## src/rtl/smb_cfg_pkg.sv

```systemverilog
// Shared types for the two-wire configuration slave.
// Assumes: nothing beyond standard SystemVerilog packages.
package smb_cfg_pkg;

    // Protocol phases of the slave; the receive phases share one byte engine.
    typedef enum logic [3:0] {
        ST_IDLE,
        ST_ADDR,
        ST_CMD,
        ST_CNT,
        ST_WDATA,
        ST_ACK,
        ST_TX,
        ST_MACK,
        ST_SKIP
    } smb_state_e;

endpackage

```

## src/rtl/smb_line_sync.sv

```systemverilog
// Synchronises the bus clock and data lines into the system clock domain
// and flags clock edges plus start and stop conditions.
// Assumes: the system clock runs several times faster than the bus clock,
// and the lines idle high.
module smb_line_sync (
    input  logic clk,
    input  logic rst_n,
    input  logic scl_i,
    input  logic sda_i,
    output logic sda_s,
    output logic scl_rise,
    output logic scl_fall,
    output logic start_ev,
    output logic stop_ev
);

    logic [1:0] scl_ff;
    logic [1:0] sda_ff;
    logic       scl_d;
    logic       sda_d;
    logic       scl_s;

    // Two-flop synchronisers plus one delay stage for edge detection.
    always_ff @(posedge clk) begin
        if (!rst_n) begin
            scl_ff <= 2'b11;
            sda_ff <= 2'b11;
            scl_d  <= 1'b1;
            sda_d  <= 1'b1;
        end else begin
            scl_ff <= {scl_ff[0], scl_i};
            sda_ff <= {sda_ff[0], sda_i};
            scl_d  <= scl_ff[1];
            sda_d  <= sda_ff[1];
        end
    end

    assign scl_s = scl_ff[1];
    assign sda_s = sda_ff[1];

    // Edge and bus-condition decode from synchronised samples.
    always_comb begin
        scl_rise = scl_s & ~scl_d;
        scl_fall = ~scl_s & scl_d;
        start_ev = scl_s & scl_d & sda_d & ~sda_s;
        stop_ev  = scl_s & scl_d & ~sda_d & sda_s;
    end

endmodule

```

## src/rtl/smb_reg_bank.sv

```systemverilog
// Bank of 8-bit configuration registers with per-register read-only option,
// a single write port and a pointer-indexed read port.
// Assumes: writes arrive as single-cycle strobes; a read index past the
// last register returns all ones.
module smb_reg_bank #(
    parameter int                      NUM_REGS = 8,
    parameter int                      PW       = $clog2(NUM_REGS + 1),
    parameter logic [NUM_REGS-1:0]     RO_MASK  = '0,
    parameter logic [NUM_REGS*8-1:0]   DEFAULTS = '0
) (
    input  logic                  clk,
    input  logic                  rst_n,
    input  logic                  wr_en,
    input  logic [PW-1:0]         wr_idx,
    input  logic [7:0]            wr_data,
    input  logic [PW-1:0]         rd_idx,
    output logic [7:0]            rd_data,
    output logic [NUM_REGS*8-1:0] reg_bus
);

    for (genvar g = 0; g < NUM_REGS; g++) begin : g_reg
        if (RO_MASK[g]) begin : g_ro
            // Read-only register: fixed at its default value.
            assign reg_bus[g*8 +: 8] = DEFAULTS[g*8 +: 8];
        end else begin : g_rw
            logic [7:0] q;
            // Writable register: default at reset, load on a matching strobe.
            always_ff @(posedge clk) begin
                if (!rst_n)
                    q <= DEFAULTS[g*8 +: 8];
                else if (wr_en && (wr_idx == PW'(g)))
                    q <= wr_data;
            end
            assign reg_bus[g*8 +: 8] = q;
        end
    end

    // Read multiplexer over the parallel bus.
    always_comb begin
        rd_data = 8'hFF;
        for (int i = 0; i < NUM_REGS; i++) begin
            if (rd_idx == PW'(i))
                rd_data = reg_bus[i*8 +: 8];
        end
    end

endmodule

```

## src/rtl/smb_proto_fsm.sv

```systemverilog
// Protocol engine of the slave: receives address, command, count and data
// bytes, decides acknowledges, drives read data, and steps a register pointer.
// Assumes: synchronised line events from smb_line_sync; no clock stretching.
module smb_proto_fsm
    import smb_cfg_pkg::*;
#(
    parameter int         NUM_REGS = 8,
    parameter int         PW       = $clog2(NUM_REGS + 1),
    parameter logic [6:0] DEV_ADDR = 7'h69
) (
    input  logic          clk,
    input  logic          rst_n,
    input  logic          sda_s,
    input  logic          scl_rise,
    input  logic          scl_fall,
    input  logic          start_ev,
    input  logic          stop_ev,
    input  logic [7:0]    rd_data,
    output logic          wr_en,
    output logic [PW-1:0] wr_idx,
    output logic [7:0]    wr_data,
    output logic [PW-1:0] rd_idx,
    output logic          sda_oe,
    output smb_state_e    state
);

    localparam logic [PW-1:0] PTR_END = PW'(NUM_REGS);

    smb_state_e    nxt_st;
    logic [7:0]    sh;
    logic [3:0]    bcnt;
    logic          ack_drv;
    logic          blk;
    logic [PW-1:0] ptr;
    logic [7:0]    wcnt;
    logic [7:0]    txb;
    logic          mack;
    logic          byte_done;
    logic          ptr_ok;
    logic          wr_ok;
    logic [PW-1:0] ptr_inc;

    // Byte completion, write permission and saturating pointer step.
    always_comb begin
        byte_done = scl_fall && (bcnt == 4'd8);
        ptr_ok    = ptr < PTR_END;
        wr_ok     = ptr_ok && (wcnt != 8'd0);
        ptr_inc   = ptr_ok ? ptr + PW'(1) : ptr;
        wr_en     = (state == ST_WDATA) && byte_done && wr_ok;
        wr_idx    = ptr;
        wr_data   = sh;
        rd_idx    = ptr;
    end

    // Data-line pull-down: acknowledge slot or a zero bit being sent.
    assign sda_oe = ((state == ST_ACK) && ack_drv) || ((state == ST_TX) && !txb[7]);

    // Main protocol sequencer.
    always_ff @(posedge clk) begin
        if (!rst_n) begin
            state   <= ST_IDLE;
            nxt_st  <= ST_IDLE;
            sh      <= '0;
            bcnt    <= '0;
            ack_drv <= 1'b0;
            blk     <= 1'b0;
            ptr     <= '0;
            wcnt    <= '0;
            txb     <= 8'hFF;
            mack    <= 1'b0;
        end else if (start_ev) begin
            state   <= ST_ADDR;
            bcnt    <= '0;
            ack_drv <= 1'b0;
            txb     <= 8'hFF;
        end else if (stop_ev) begin
            state   <= ST_IDLE;
            ack_drv <= 1'b0;
            txb     <= 8'hFF;
        end else begin
            case (state)
                ST_ADDR, ST_CMD, ST_CNT, ST_WDATA: begin
                    if (scl_rise && (bcnt < 4'd8)) begin
                        sh   <= {sh[6:0], sda_s};
                        bcnt <= bcnt + 4'd1;
                    end
                    if (byte_done) begin
                        bcnt  <= '0;
                        state <= ST_ACK;
                        case (state)
                            ST_ADDR: begin
                                if (sh[7:1] == DEV_ADDR) begin
                                    ack_drv <= 1'b1;
                                    if (!sh[0]) begin
                                        nxt_st <= ST_CMD;
                                    end else begin
                                        nxt_st <= ST_TX;
                                        if (blk) begin
                                            txb <= 8'(NUM_REGS);
                                        end else begin
                                            txb <= rd_data;
                                            ptr <= ptr_inc;
                                        end
                                    end
                                end else begin
                                    ack_drv <= 1'b0;
                                    nxt_st  <= ST_SKIP;
                                end
                            end
                            ST_CMD: begin
                                if (sh[7] && (int'(sh[6:0]) < NUM_REGS)) begin
                                    ack_drv <= 1'b1;
                                    blk     <= 1'b0;
                                    ptr     <= PW'(sh[6:0]);
                                    wcnt    <= 8'd1;
                                    nxt_st  <= ST_WDATA;
                                end else if (!sh[7] && (sh[6:0] == 7'd0)) begin
                                    ack_drv <= 1'b1;
                                    blk     <= 1'b1;
                                    ptr     <= '0;
                                    nxt_st  <= ST_CNT;
                                end else begin
                                    ack_drv <= 1'b0;
                                    nxt_st  <= ST_SKIP;
                                end
                            end
                            ST_CNT: begin
                                ack_drv <= 1'b1;
                                wcnt    <= sh;
                                nxt_st  <= ST_WDATA;
                            end
                            default: begin
                                if (wr_ok) begin
                                    ack_drv <= 1'b1;
                                    ptr     <= ptr_inc;
                                    wcnt    <= wcnt - 8'd1;
                                    nxt_st  <= ST_WDATA;
                                end else begin
                                    ack_drv <= 1'b0;
                                    nxt_st  <= ST_SKIP;
                                end
                            end
                        endcase
                    end
                end
                ST_ACK: begin
                    if (scl_fall) begin
                        ack_drv <= 1'b0;
                        state   <= nxt_st;
                    end
                end
                ST_TX: begin
                    if (scl_fall) begin
                        if (bcnt == 4'd7) begin
                            bcnt  <= '0;
                            txb   <= 8'hFF;
                            state <= ST_MACK;
                        end else begin
                            txb  <= {txb[6:0], 1'b1};
                            bcnt <= bcnt + 4'd1;
                        end
                    end
                end
                ST_MACK: begin
                    if (scl_rise)
                        mack <= ~sda_s;
                    if (scl_fall) begin
                        if (mack) begin
                            txb   <= rd_data;
                            ptr   <= ptr_inc;
                            state <= ST_TX;
                        end else begin
                            state <= ST_SKIP;
                        end
                    end
                end
                default: ;
            endcase
        end
    end

endmodule

```

## src/rtl/smb_cfg_slave.sv

```systemverilog
// Top of the configuration register slave: line synchroniser, protocol
// engine and register bank, with all registers exposed in parallel.
// Assumes: open-drain lines resolved outside; sda_oe high pulls data low.
module smb_cfg_slave
    import smb_cfg_pkg::*;
#(
    parameter int                    NUM_REGS = 8,
    parameter logic [6:0]            DEV_ADDR = 7'h69,
    parameter logic [NUM_REGS-1:0]   RO_MASK  = 8'h81,
    parameter logic [NUM_REGS*8-1:0] DEFAULTS = 64'hA7A6_A5A4_A3A2_A1A0
) (
    input  logic                  clk,
    input  logic                  rst_n,
    input  logic                  scl_i,
    input  logic                  sda_i,
    output logic                  sda_oe,
    output logic [NUM_REGS*8-1:0] reg_bus
);

    localparam int PW = $clog2(NUM_REGS + 1);

    logic          sda_s;
    logic          scl_rise;
    logic          scl_fall;
    logic          start_ev;
    logic          stop_ev;
    logic          wr_en;
    logic [PW-1:0] wr_idx;
    logic [7:0]    wr_data;
    logic [PW-1:0] rd_idx;
    logic [7:0]    rd_data;
    smb_state_e    fsm_state;

    smb_line_sync u_sync (
        .clk      (clk),
        .rst_n    (rst_n),
        .scl_i    (scl_i),
        .sda_i    (sda_i),
        .sda_s    (sda_s),
        .scl_rise (scl_rise),
        .scl_fall (scl_fall),
        .start_ev (start_ev),
        .stop_ev  (stop_ev)
    );

    smb_proto_fsm #(
        .NUM_REGS (NUM_REGS),
        .PW       (PW),
        .DEV_ADDR (DEV_ADDR)
    ) u_fsm (
        .clk      (clk),
        .rst_n    (rst_n),
        .sda_s    (sda_s),
        .scl_rise (scl_rise),
        .scl_fall (scl_fall),
        .start_ev (start_ev),
        .stop_ev  (stop_ev),
        .rd_data  (rd_data),
        .wr_en    (wr_en),
        .wr_idx   (wr_idx),
        .wr_data  (wr_data),
        .rd_idx   (rd_idx),
        .sda_oe   (sda_oe),
        .state    (fsm_state)
    );

    smb_reg_bank #(
        .NUM_REGS (NUM_REGS),
        .PW       (PW),
        .RO_MASK  (RO_MASK),
        .DEFAULTS (DEFAULTS)
    ) u_bank (
        .clk     (clk),
        .rst_n   (rst_n),
        .wr_en   (wr_en),
        .wr_idx  (wr_idx),
        .wr_data (wr_data),
        .rd_idx  (rd_idx),
        .rd_data (rd_data),
        .reg_bus (reg_bus)
    );

endmodule

```

## config.mk

```make
export PLATFORM = sky130hd
export DESIGN_NAME = smb_cfg_slave
export DESIGN_NICKNAME = d
export VERILOG_FILES = /design/src/rtl/smb_cfg_pkg.sv /design/src/rtl/smb_line_sync.sv /design/src/rtl/smb_reg_bank.sv /design/src/rtl/smb_proto_fsm.sv /design/src/rtl/smb_cfg_slave.sv
export SDC_FILE = /design/constraint.sdc
export NUM_CORES = 1
export LEC_CHECK = 0
export BUFFER_PORTS_ARGS = -buffer_cell sky130_fd_sc_hd__buf_2
export CORE_ASPECT_RATIO = 1.75
export CORE_MARGIN = 4
export CORE_UTILIZATION = 58
export DETAILED_ROUTE_END_ITERATION = 8
export PLACE_DENSITY = 0.77
export SYNTH_ARGS = -nofsm -noshare
export SYNTH_HDL_FRONTEND = slang
export SYNTH_SLANG_ARGS = --single-unit
```

## constraint.sdc

```tcl
create_clock -name clk -period 2.75 [get_ports clk]
set_input_delay 0.275 -clock clk [delete_from_list [all_inputs] [get_ports clk]]
set_output_delay 0.275 -clock clk [all_outputs]
set_load 0.01 [all_outputs]
```

==> flow_summary.json, run 1 <==
{
  "status": "finished, final reports clean",
  "cts-root-buf": "clkbuf_16",
  "rows": 46,
  "syn2layout_area_growth_pct": 13.47,
  "route.met3.wl_um": 1153,
  "num_antenna_cells": 0,
  "synth-async-reset-ratio_pct": 0,
  "clk_latency_ps": 360,
  "synth-seq-cells": 97,
  "final_util_pct": 67.54,
  "cp_num_buf_inv": 1,
  "worstReg2RegStart": "u_fsm.rd_idx[0]$_SDFFE_PN0P_",
  "syn_inst": 636,
  "fin_crit_ps": 2578,
  "drc_errors": 0,
  "critical_path_arrival_ps": 2880,
  "wl_per_cell_um": 20.22,
  "worstMarginPinSlew_ps": 804.1,
  "cts_tree": "done",
  "cp_slowest_stage_delay_ps": 560,
  "drt_wl_total_um": 16340,
  "ys_types": 74,
  "layout_common_cells": "97 x dfxtp_1, 58 x nor2_1, 56 x mux2i_1",
  "seq_power_share_pct": 49.3,
  "mostFrequentLayoutCell": "dfxtp_1",
  "dp_slack_ps": 239.9,
  "grt_pass1_vias": 5106,
  "syn-mean-instance-area_um2": 8.457,
  "gp_congestion": 0.9312,
  "vias": 5273,
  "power.leakage_nw": 2.768,
  "r2r_slack_ps": 170,
  "maxCapViolCount": 0,
  "critical_path_cell_count": 7,
  "synth-edff-count": 0,
  "drtIter0Drc": 442,
  "relSlewSlack_pct": 45.72,
  "pwr-share-clk_pct": 47.3,
  "grt_pass1_wl_um": 25950,
  "switching_share_pct": 24.58,
  "grt_overflow": 0,
  "die_h_um": 135.4,
  "crit_path_cell_trace": "inv_1 -> ha_1 -> nor2b_1 -> o311ai_0 -> o221ai_1 -> a221oi_1 -> o32a_1",
  "start_kind": "register",
  "fin_hold_ws_ps": 101.3,
  "synth_flop_cell": "dfxtp_1",
  "cts.sinks": 97,
  "hold_viol": 0,
  "grtUsageTotal_pct": 30.87,
  "end_kind": "register",
  "final_nets": 694,
  "power.internal_mw": 2.172,
  "ys_warn_count": 0,
  "slew_viol_final": 0,
  "dieArea_mm2": 0.01094,
  "period_share_pct": 93.73,
  "p_per_area_mw_per_mm2": 471.9,
  "io_buffers": 52,
  "cts_setup_buffers": 0,
  "rsz0062_at_grt": "false",
  "crit_type": "reg2reg",
  "grt_max_degree": 25,
  "cp_max_fo": 12,
  "cp-endpoint": "u_fsm.txb[4]$_SDFFE_PP1P_",
  "wl_met2_um": 8318,
  "fin_skew_ps": 9.869,
  "drtAntennaViolNets": 0,
  "via_per_inst": 6.526,
  "clk_pin_slew_ps": 70,
  "netlist_area_mm2": 0.005379,
  "finalSetupViolCount": 0,
  "power_frac_comb_pct": 3.5,
  "cts_resized": 0,
  "drive_gt1_share_pct": 17.30,
  "drt_first_pass_iters": 5,
  "setup_slack_ps": 172.4,
  "wl_met1_um": 5615,
  "ys_seq_area_share_pct": 36.10,
  "nFillCells": 756,
  "r2r-end": "u_fsm.txb[4]$_SDFFE_PP1P_",
  "initial_core_util_pct": 59.53,
  "top_layer_used": "met4",
  "cp_top_family": "compound AO/OA/AOI/OAI gates",
  "reg2reg_depth": 7,
  "switchingPower_mw": 0.7078,
  "htreeDepth": 3,
  "critPathRequiredTime_ps": 3050,
  "die_x_um": 80.80,
  "vdd.ir_drop.worst_mv": 0.3867,
  "antenna_found_initial": 0,
  "max_freq_ghz": 0.3880,
  "tns_ps": 0,
  "holdCritPathClass": "in2reg",
  "core_area_mm2": 0.009036,
  "cts_buffers": 9,
  "ctsLongestPathBuffers": 2,
  "hold_buffers": 0,
  "whs_path_depth": 2,
  "slowest_stage": "o311ai_0",
  "crit_start": "u_fsm.rd_idx[0]$_SDFFE_PN0P_",
  "ios": 69,
  "hpwl_um": 11840
}
[synth_stat cells, types with 3 or more instances]
library cell  number  share of area [%]
a2111oi_0          6               0.98
a211oi_1           5               0.70
a21o_1             4               0.56
a21oi_1           34                3.2
a221oi_1           7                1.1
a31oi_1            6               0.70
and3_1             3               0.35
and4b_1            3               0.56
buf_1              5               0.35
buf_2              3               0.28
buf_4             16                2.2
clkbuf_1          35                2.4
dfxtp_1           97                 36
ha_1               7                1.6
inv_1             25                1.7
mux2i_1           56                 10
nand2_1           51                3.6
nand2b_1           9                1.0
nand3_1           13                1.2
nand3b_1           6               0.84
nand4_1            3               0.35
nand4_2            6                1.4
nor2_1            58                4.0
nor2b_1           15                1.7
nor3_1            13                1.2
nor3b_1            9                1.3
nor4_1             4               0.47
o2111ai_1          3               0.49
o211ai_1           7               0.98
o21a_1             3               0.42
o21ai_0           37                3.4
o311ai_0           7                1.1
o31ai_1           10                1.4
o32a_1             6                1.1
or2_2              3               0.35
or3_1              5               0.58
or4_1              3               0.42
or4b_2             3               0.56
[logic make-up (layout without fill, tap and decap cells)]
logic type / Yosys count / after routing / synth area share (%)
buffers and inverters: 86 / 124 / 7.327
AOI/OAI and AO/OA: 163 / 163 / 21.17
muxes: 56 / 56 / 10.42
adders and majority gates: 7 / 7 / 1.628
xor gates and xnor gates: 2 / 2 / 0.3257
other: 2 / 16 / 0.1396
and+or+nand+nor: 223 / 223 / 22.89
DFF: 97 / 97 / 36.10
[worst min path at each step]
stage	end	slack (ps)	startpoint
2_1_floorplan	u_sync.scl_ff[0]$_SDFF_PN1_	380	scl_i
3_3_place_gp	u_sync.scl_ff[1]$_SDFF_PN1_	400	u_sync.scl_ff[0]$_SDFF_PN1_
3_5_place_dp	u_sync.sda_ff[1]$_SDFF_PN1_	410	u_sync.sda_ff[0]$_SDFF_PN1_
4_1_cts	u_sync.scl_ff[0]$_SDFF_PN1_	100	scl_i
5_1_grt	u_sync.scl_ff[0]$_SDFF_PN1_	120	scl_i
6_report	u_sync.scl_ff[0]$_SDFF_PN1_	100	scl_i
[area by class of cell]
type | instances | area [um^2] | area share, %
tap | 120 | 150.1 | 2.460
sequential | 97 | 1942 | 31.82
inverter | 26 | 97.59 | 1.599
multi-input combinational | 467 | 3095 | 50.72
clock inverter | 7 | 95.09 | 1.558
clock buffer | 9 | 225.2 | 3.690
timing repair buffer | 82 | 498.0 | 8.159
[power groups by stage]
stage / logic, mW / clock network [mW] / registers (mW)
3_3_place_gp: 0.0940 / 0 / 1.45
6_report: 0.0995 / 1.36 / 1.42
5_1_grt: 0.109 / 1.44 / 1.42
2_1_floorplan: 0.0911 / 0 / 1.44
4_1_cts: 0.0969 / 1.37 / 1.42
3_5_place_dp: 0.0961 / 0 / 1.45
[sequential cells by signal, summed over array words and instances (netlist names)]
register,flops
u_bank.g.g_rw.q,48
u_fsm.ack_drv,1
u_fsm.bcnt,4
u_fsm.blk,1
u_fsm.mack,1
u_fsm.nxt_st,4
u_fsm.rd_idx,4
u_fsm.state,4
u_fsm.txb,8
u_fsm.wcnt,8
u_fsm.wr_data,8
u_sync.scl_d,1
u_sync.scl_ff,2
u_sync.sda_d,1
u_sync.sda_ff,2
[worst register-to-register path, cell delays in order (launching register included)]
cell and delay (ps):
dfxtp_1 420, inv_1 110, ha_1 380, nor2b_1 260
o311ai_0 560, o221ai_1 240, a221oi_1 380, o32a_1 190
[per-stage QoR]
stage | cells | area [um^2] | total power, mW
after floorplan | 650 | 5431 | 1.536
after global placement | 792 | 5783 | 1.545
after detailed placement | 792 | 5783 | 1.548
after CTS | 808 | 6103 | 2.882
after global routing | 808 | 6103 | 2.970
final | 808 | 6103 | 2.880
[per-layer routing]
metal	GRT usage, %	up-vias
li1	-	2397
met1	31.43	2471
met2	53.37	312
met3	6.059	93
met4	24.62	0
met5	0	-
(Power assumes the default switching activity.)
==> run 2, diff against run 1 <==
--- a/config.mk
+++ b/config.mk
@@ -8,9 +8,9 @@
 export BUFFER_PORTS_ARGS = -buffer_cell sky130_fd_sc_hd__buf_2
 export CORE_ASPECT_RATIO = 1.75
 export CORE_MARGIN = 4
-export CORE_UTILIZATION = 58
+export CORE_UTILIZATION = 59
 export DETAILED_ROUTE_END_ITERATION = 8
-export PLACE_DENSITY = 0.77
+export PLACE_DENSITY = 0.78
 export SYNTH_ARGS = -nofsm -noshare
 export SYNTH_HDL_FRONTEND = slang
 export SYNTH_SLANG_ARGS = --single-unit
==> constraint.sdc (replaced) <==
create_clock -name clk -period 3 [get_ports clk]
set_input_delay 0.3 -clock clk [delete_from_list [all_inputs] [get_ports clk]]
set_output_delay 0.3 -clock clk [all_outputs]
set_load 0.01 [all_outputs]
==> flow_summary.json, run 2 (same netlist as run 1, synthesis figures left out) <==
{
  "status": "finished, final reports clean",
  "grt_overflow": 0,
  "max_freq_ghz": 0.3909,
  "vias": 5224,
  "layout_common_cells": "97 x dfxtp_1, 58 x nor2_1, 56 x mux2i_1",
  "hpwl_um": 11530,
  "drc_errors": 0,
  "antenna_found_initial": 0,
  "nFillCells": 722,
  "gp_congestion": 0.9533,
  "period_share_pct": 85.27,
  "cp_max_fo": 11,
  "drtAntennaViolNets": 0,
  "initial_core_util_pct": 61.24,
  "ios": 69,
  "die_x_um": 80.18,
  "maxCapViolCount": 0,
  "cts-root-buf": "clkbuf_16",
  "regMostFlops": "u_bank.g.g_rw.q",
  "placed_cells": 779,
  "vdd.ir_drop.worst_mv": 0.3778,
  "dp_slack_ps": 578.6,
  "cts.sinks": 97,
  "cts_resized": 0,
  "seq_area_mm2": 0.001942,
  "grtUsageTotal_pct": 30.79,
  "holdCritPathClass": "in2reg",
  "via_per_inst": 6.571,
  "ctsLongestPathBuffers": 2,
  "hold_buffers": 0,
  "setup_slack_ps": 441.9,
  "dieArea_mm2": 0.01077,
  "power.leakage_nw": 2.705,
  "clk_pin_slew_ps": 70,
  "grt_pass1_wl_um": 25990,
  "drive_gt1_share_pct": 16.08,
  "crit_type": "reg2reg",
  "core_area_mm2": 0.008783,
  "htreeDepth": 3,
  "drt_wl_total_um": 16000,
  "rsz0062_at_grt": "false",
  "p_per_area_mw_per_mm2": 431.2,
  "start_kind": "register",
  "drt_first_pass_iters": 5,
  "grt_pass1_vias": 5208,
  "wl_per_cell_um": 20.13,
  "grt_max_degree": 52,
  "critPathRequiredTime_ps": 3220,
  "cts_tree": "done",
  "mostFrequentLayoutCell": "dfxtp_1",
  "largest_reg_flops": 48,
  "instances_no_fill": 795,
  "cts_buffers": 9,
  "clk_latency_ps": 350,
  "final_nets": 684,
  "cts_setup_buffers": 0,
  "tns_ps": 0,
  "multi_input_area_mm2": 0.003095,
  "end_kind": "register",
  "relSlewSlack_pct": 33.02,
  "fin_crit_ps": 2558,
  "hold_viol": 0,
  "drtIter0Drc": 548,
  "io_buffers": 52,
  "num_antenna_cells": 0,
  "fin_skew_ps": 10.20,
  "rows": 45,
  "critical_path_arrival_ps": 2780,
  "slew_viol_final": 0,
  "worstMarginPinSlew_ps": 992.2,
  "syn2layout_area_growth_pct": 11.70,
  "die_h_um": 134.3,
  "finalSetupViolCount": 0
}
run 2: layout make-up:
class,instances,area share (%)
Clock buffer,11,4.207
Inverter,26,1.624
Timing Repair Buffer,72,6.830
Sequential cell,97,32.32
Multi-Input combinational cell,467,51.52
Tap cell,117,2.436
Clock inverter,5,1.062
run 2: worst max-delay path, stage by stage, from the launching register on:
cell and delay (ps):
dfxtp_1 680, and4b_1 350, nand3_1 170, o31ai_1 370, nand4_1 390, o32a_1 480
run 2: worst paths after layout:
path                                                    start                          end  slack [ps]  depth (start not counted)
worst min register to register    u_sync.scl_ff[0]$_SDFF_PN1_  u_sync.scl_ff[1]$_SDFF_PN1_         410                          1
worst min-delay path                                    scl_i  u_sync.scl_ff[0]$_SDFF_PN1_         140                          2
worst max-delay path            u_fsm.wr_data[6]$_SDFFE_PN0P_    u_fsm.txb[6]$_SDFFE_PP1P_         440                          5
worst max register to register  u_fsm.wr_data[6]$_SDFFE_PN0P_    u_fsm.txb[6]$_SDFFE_PP1P_         440                          5
run 2: per-stage QoR:
| step | util [%] | hold slack (ps) | instance area [um^2] | total power, mW |
|---|---|---|---|---|
| final | 68.40 | 144.9 | 6008 | 2.591 |
| after CTS | 68.40 | 146.2 | 6008 | 2.592 |
| after global placement | 64.80 | 399.1 | 5692 | 1.413 |
| after global routing | 68.40 | 161.4 | 6008 | 2.658 |
| after floorplan | - | 386.3 | 5431 | 1.408 |
| after detailed placement | 64.80 | 409.4 | 5692 | 1.415 |
run 2: layer usage:
metal	wire, um	GRT usage (%)	up-vias	part of all wire, %
met5	0	0	-	0
met4	1325	25.00	0	8.3
met3	973	4.772	97	6.1
met2	8073	52.49	281	50
met1	5629	32.46	2475	35
li1	-	-	2371	-
run 2: report_power, final:
part,switching [mW],total [mW],internal (mW)
clock,0.506,1.20,0.696
sequential,0.00629,1.30,1.29
combinational,0.0678,0.0902,0.0224
total,0.580,2.59,2.01
==> run 3, diff against run 2 <==
--- a/config.mk
+++ b/config.mk
@@ -11,6 +11,7 @@
 export CORE_UTILIZATION = 59
 export DETAILED_ROUTE_END_ITERATION = 8
 export PLACE_DENSITY = 0.78
+export REMOVE_ABC_BUFFERS = 1
 export SYNTH_ARGS = -nofsm -noshare
 export SYNTH_HDL_FRONTEND = slang
 export SYNTH_SLANG_ARGS = --single-unit
==> flow_summary.json, run 3 (same netlist as run 1, synthesis figures left out) <==
{
  "worstMarginPinSlew_ps": 1164,
  "layout_common_cells": "97 x dfxtp_1, 58 x nor2_1, 56 x mux2i_1",
  "antenna_found_initial": 0,
  "cts_resized": 0,
  "largest_reg_flops": 48,
  "top_layer_used": "met4",
  "die_x_um": 80.18,
  "io_buffers": 52,
  "nFillCells": 733,
  "dieArea_mm2": 0.01077,
  "period_share_pct": 91.09,
  "grt_overflow": 0,
  "fin_skew_ps": 8.156,
  "core_area_mm2": 0.008783,
  "cp_max_fo": 32,
  "die_h_um": 134.3,
  "wl_met1_um": 5485,
  "holdCritPathClass": "in2reg",
  "rows": 45,
  "finalSetupViolCount": 0,
  "start_kind": "register",
  "drive_gt1_share_pct": 15.58,
  "crit_type": "reg2reg",
  "regMostFlops": "u_bank.g.g_rw.q",
  "relSlewSlack_pct": 21.42,
  "drtAntennaViolNets": 0,
  "final_nets": 680,
  "wl_met2_um": 8005,
  "fin_crit_ps": 2733,
  "instances_no_fill": 791,
  "p_per_area_mw_per_mm2": 442.1,
  "cts_tree": "done",
  "maxCapViolCount": 0,
  "rsz0062_at_grt": "false",
  "clk_pin_slew_ps": 70,
  "wl_per_cell_um": 19.73,
  "end_kind": "register",
  "grt_pass1_wl_um": 25160,
  "drt_first_pass_iters": 8,
  "num_antenna_cells": 0,
  "ios": 69,
  "cts-root-buf": "clkbuf_16",
  "drtIter0Drc": 497,
  "vdd.ir_drop.worst_mv": 0.3825,
  "drc_errors": 0,
  "grt_pass1_vias": 5030,
  "placed_cells": 775,
  "hold_viol": 0,
  "critPathRequiredTime_ps": 3240,
  "max_freq_ghz": 0.3660,
  "ctsLongestPathBuffers": 2,
  "clk_latency_ps": 340,
  "tns_ps": 0,
  "mostFrequentLayoutCell": "dfxtp_1",
  "critical_path_arrival_ps": 2970,
  "htreeDepth": 3,
  "grtUsageTotal_pct": 29.84,
  "cts_buffers": 9,
  "power.leakage_nw": 2.694,
  "cts_setup_buffers": 0,
  "gp_congestion": 0.9551,
  "initial_core_util_pct": 61.24,
  "cts.sinks": 97,
  "grt_max_degree": 33,
  "slew_viol_final": 0,
  "via_per_inst": 6.556,
  "hold_buffers": 0,
  "syn2layout_area_growth_pct": 11.35,
  "status": "finished, final reports clean",
  "vias": 5186,
  "hpwl_um": 11230,
  "route.met3.wl_um": 1071,
  "drt_wl_total_um": 15610
}
==> run 3: cell types whose count changed in the layout (fill, tap and decap cells not counted) <==
| cell | previous run | this run |
|---|---|---|
| inv_8 | 0 | 1 |
| clkinv_4 | 3 | 2 |
| bufinv_16 | 1 | 2 |
| clkinvlp_4 | 1 | 0 |
| clkbuf_8 | 2 | 0 |
| clkinv_2 | 0 | 1 |
| inv_6 | 0 | 1 |
| buf_4 | 20 | 16 |
==> run 3: metal layers <==
layer	vias to the layer above	GRT usage [%]
li1	2371	-
met1	2459	31.74
met2	274	51.71
met3	82	5.847
met4	0	20.21
met5	-	0
==> run 3: final timing paths <==
check,start,to,slack [ps],cells past startpoint
hold reg to reg,u_sync.scl_ff[0]$_SDFF_PN1_,u_sync.scl_ff[1]$_SDFF_PN1_,410,1
setup reg to reg,u_fsm.rd_idx[0]$_SDFFE_PN0P_,u_fsm.txb[7]$_SDFFE_PP1P_,270,6
setup / recovery,u_fsm.rd_idx[0]$_SDFFE_PN0P_,u_fsm.txb[7]$_SDFFE_PP1P_,270,6
hold / removal,sda_i,u_sync.sda_ff[0]$_SDFF_PN1_,140,2
==> run 3: cell type report <==
cell class              instances  area (um^2)  share of cell area (%)
inverters                      26        97.59                   1.629
well taps                     117        146.4                   2.444
clock buffers                   9        225.2                   3.760
clock inverters                 7        102.6                   1.713
repair buffers                 68        380.4                   6.351
multi-input cells             467         3095                   51.68
flip-flops and latches         97         1942                   32.42
==> run 3: where the power goes <==
group          switching [mW]  internal, mW  leakage, nW
registers             0.00856          1.29        0.784
logic                  0.0658        0.0224         1.75
clock network           0.519         0.741        0.162
total                   0.593          2.06         2.69
==> run 3: metrics by stage <==
step,power [mW],utilization [%],area (um^2),hold slack (ps),worst slack [ps]
after floorplan,1.382,-,5135,361.9,430.5
after global placement,1.414,64.46,5662,401.9,444.4
after detailed placement,1.415,64.46,5662,400.3,331.7
after CTS,2.651,68.19,5989,131.9,296.9
after global routing,2.723,68.19,5989,141.8,133.0
final,2.648,68.19,5989,136.6,267.4
==> run 3: worst max-delay path: stages, from the launching register on <==
cell	delay, ps
dfxtp_1	360
inv_1	120
ha_1	890
a221oi_1	220
a2111oi_0	650
o21ai_0	170
o22a_1	220
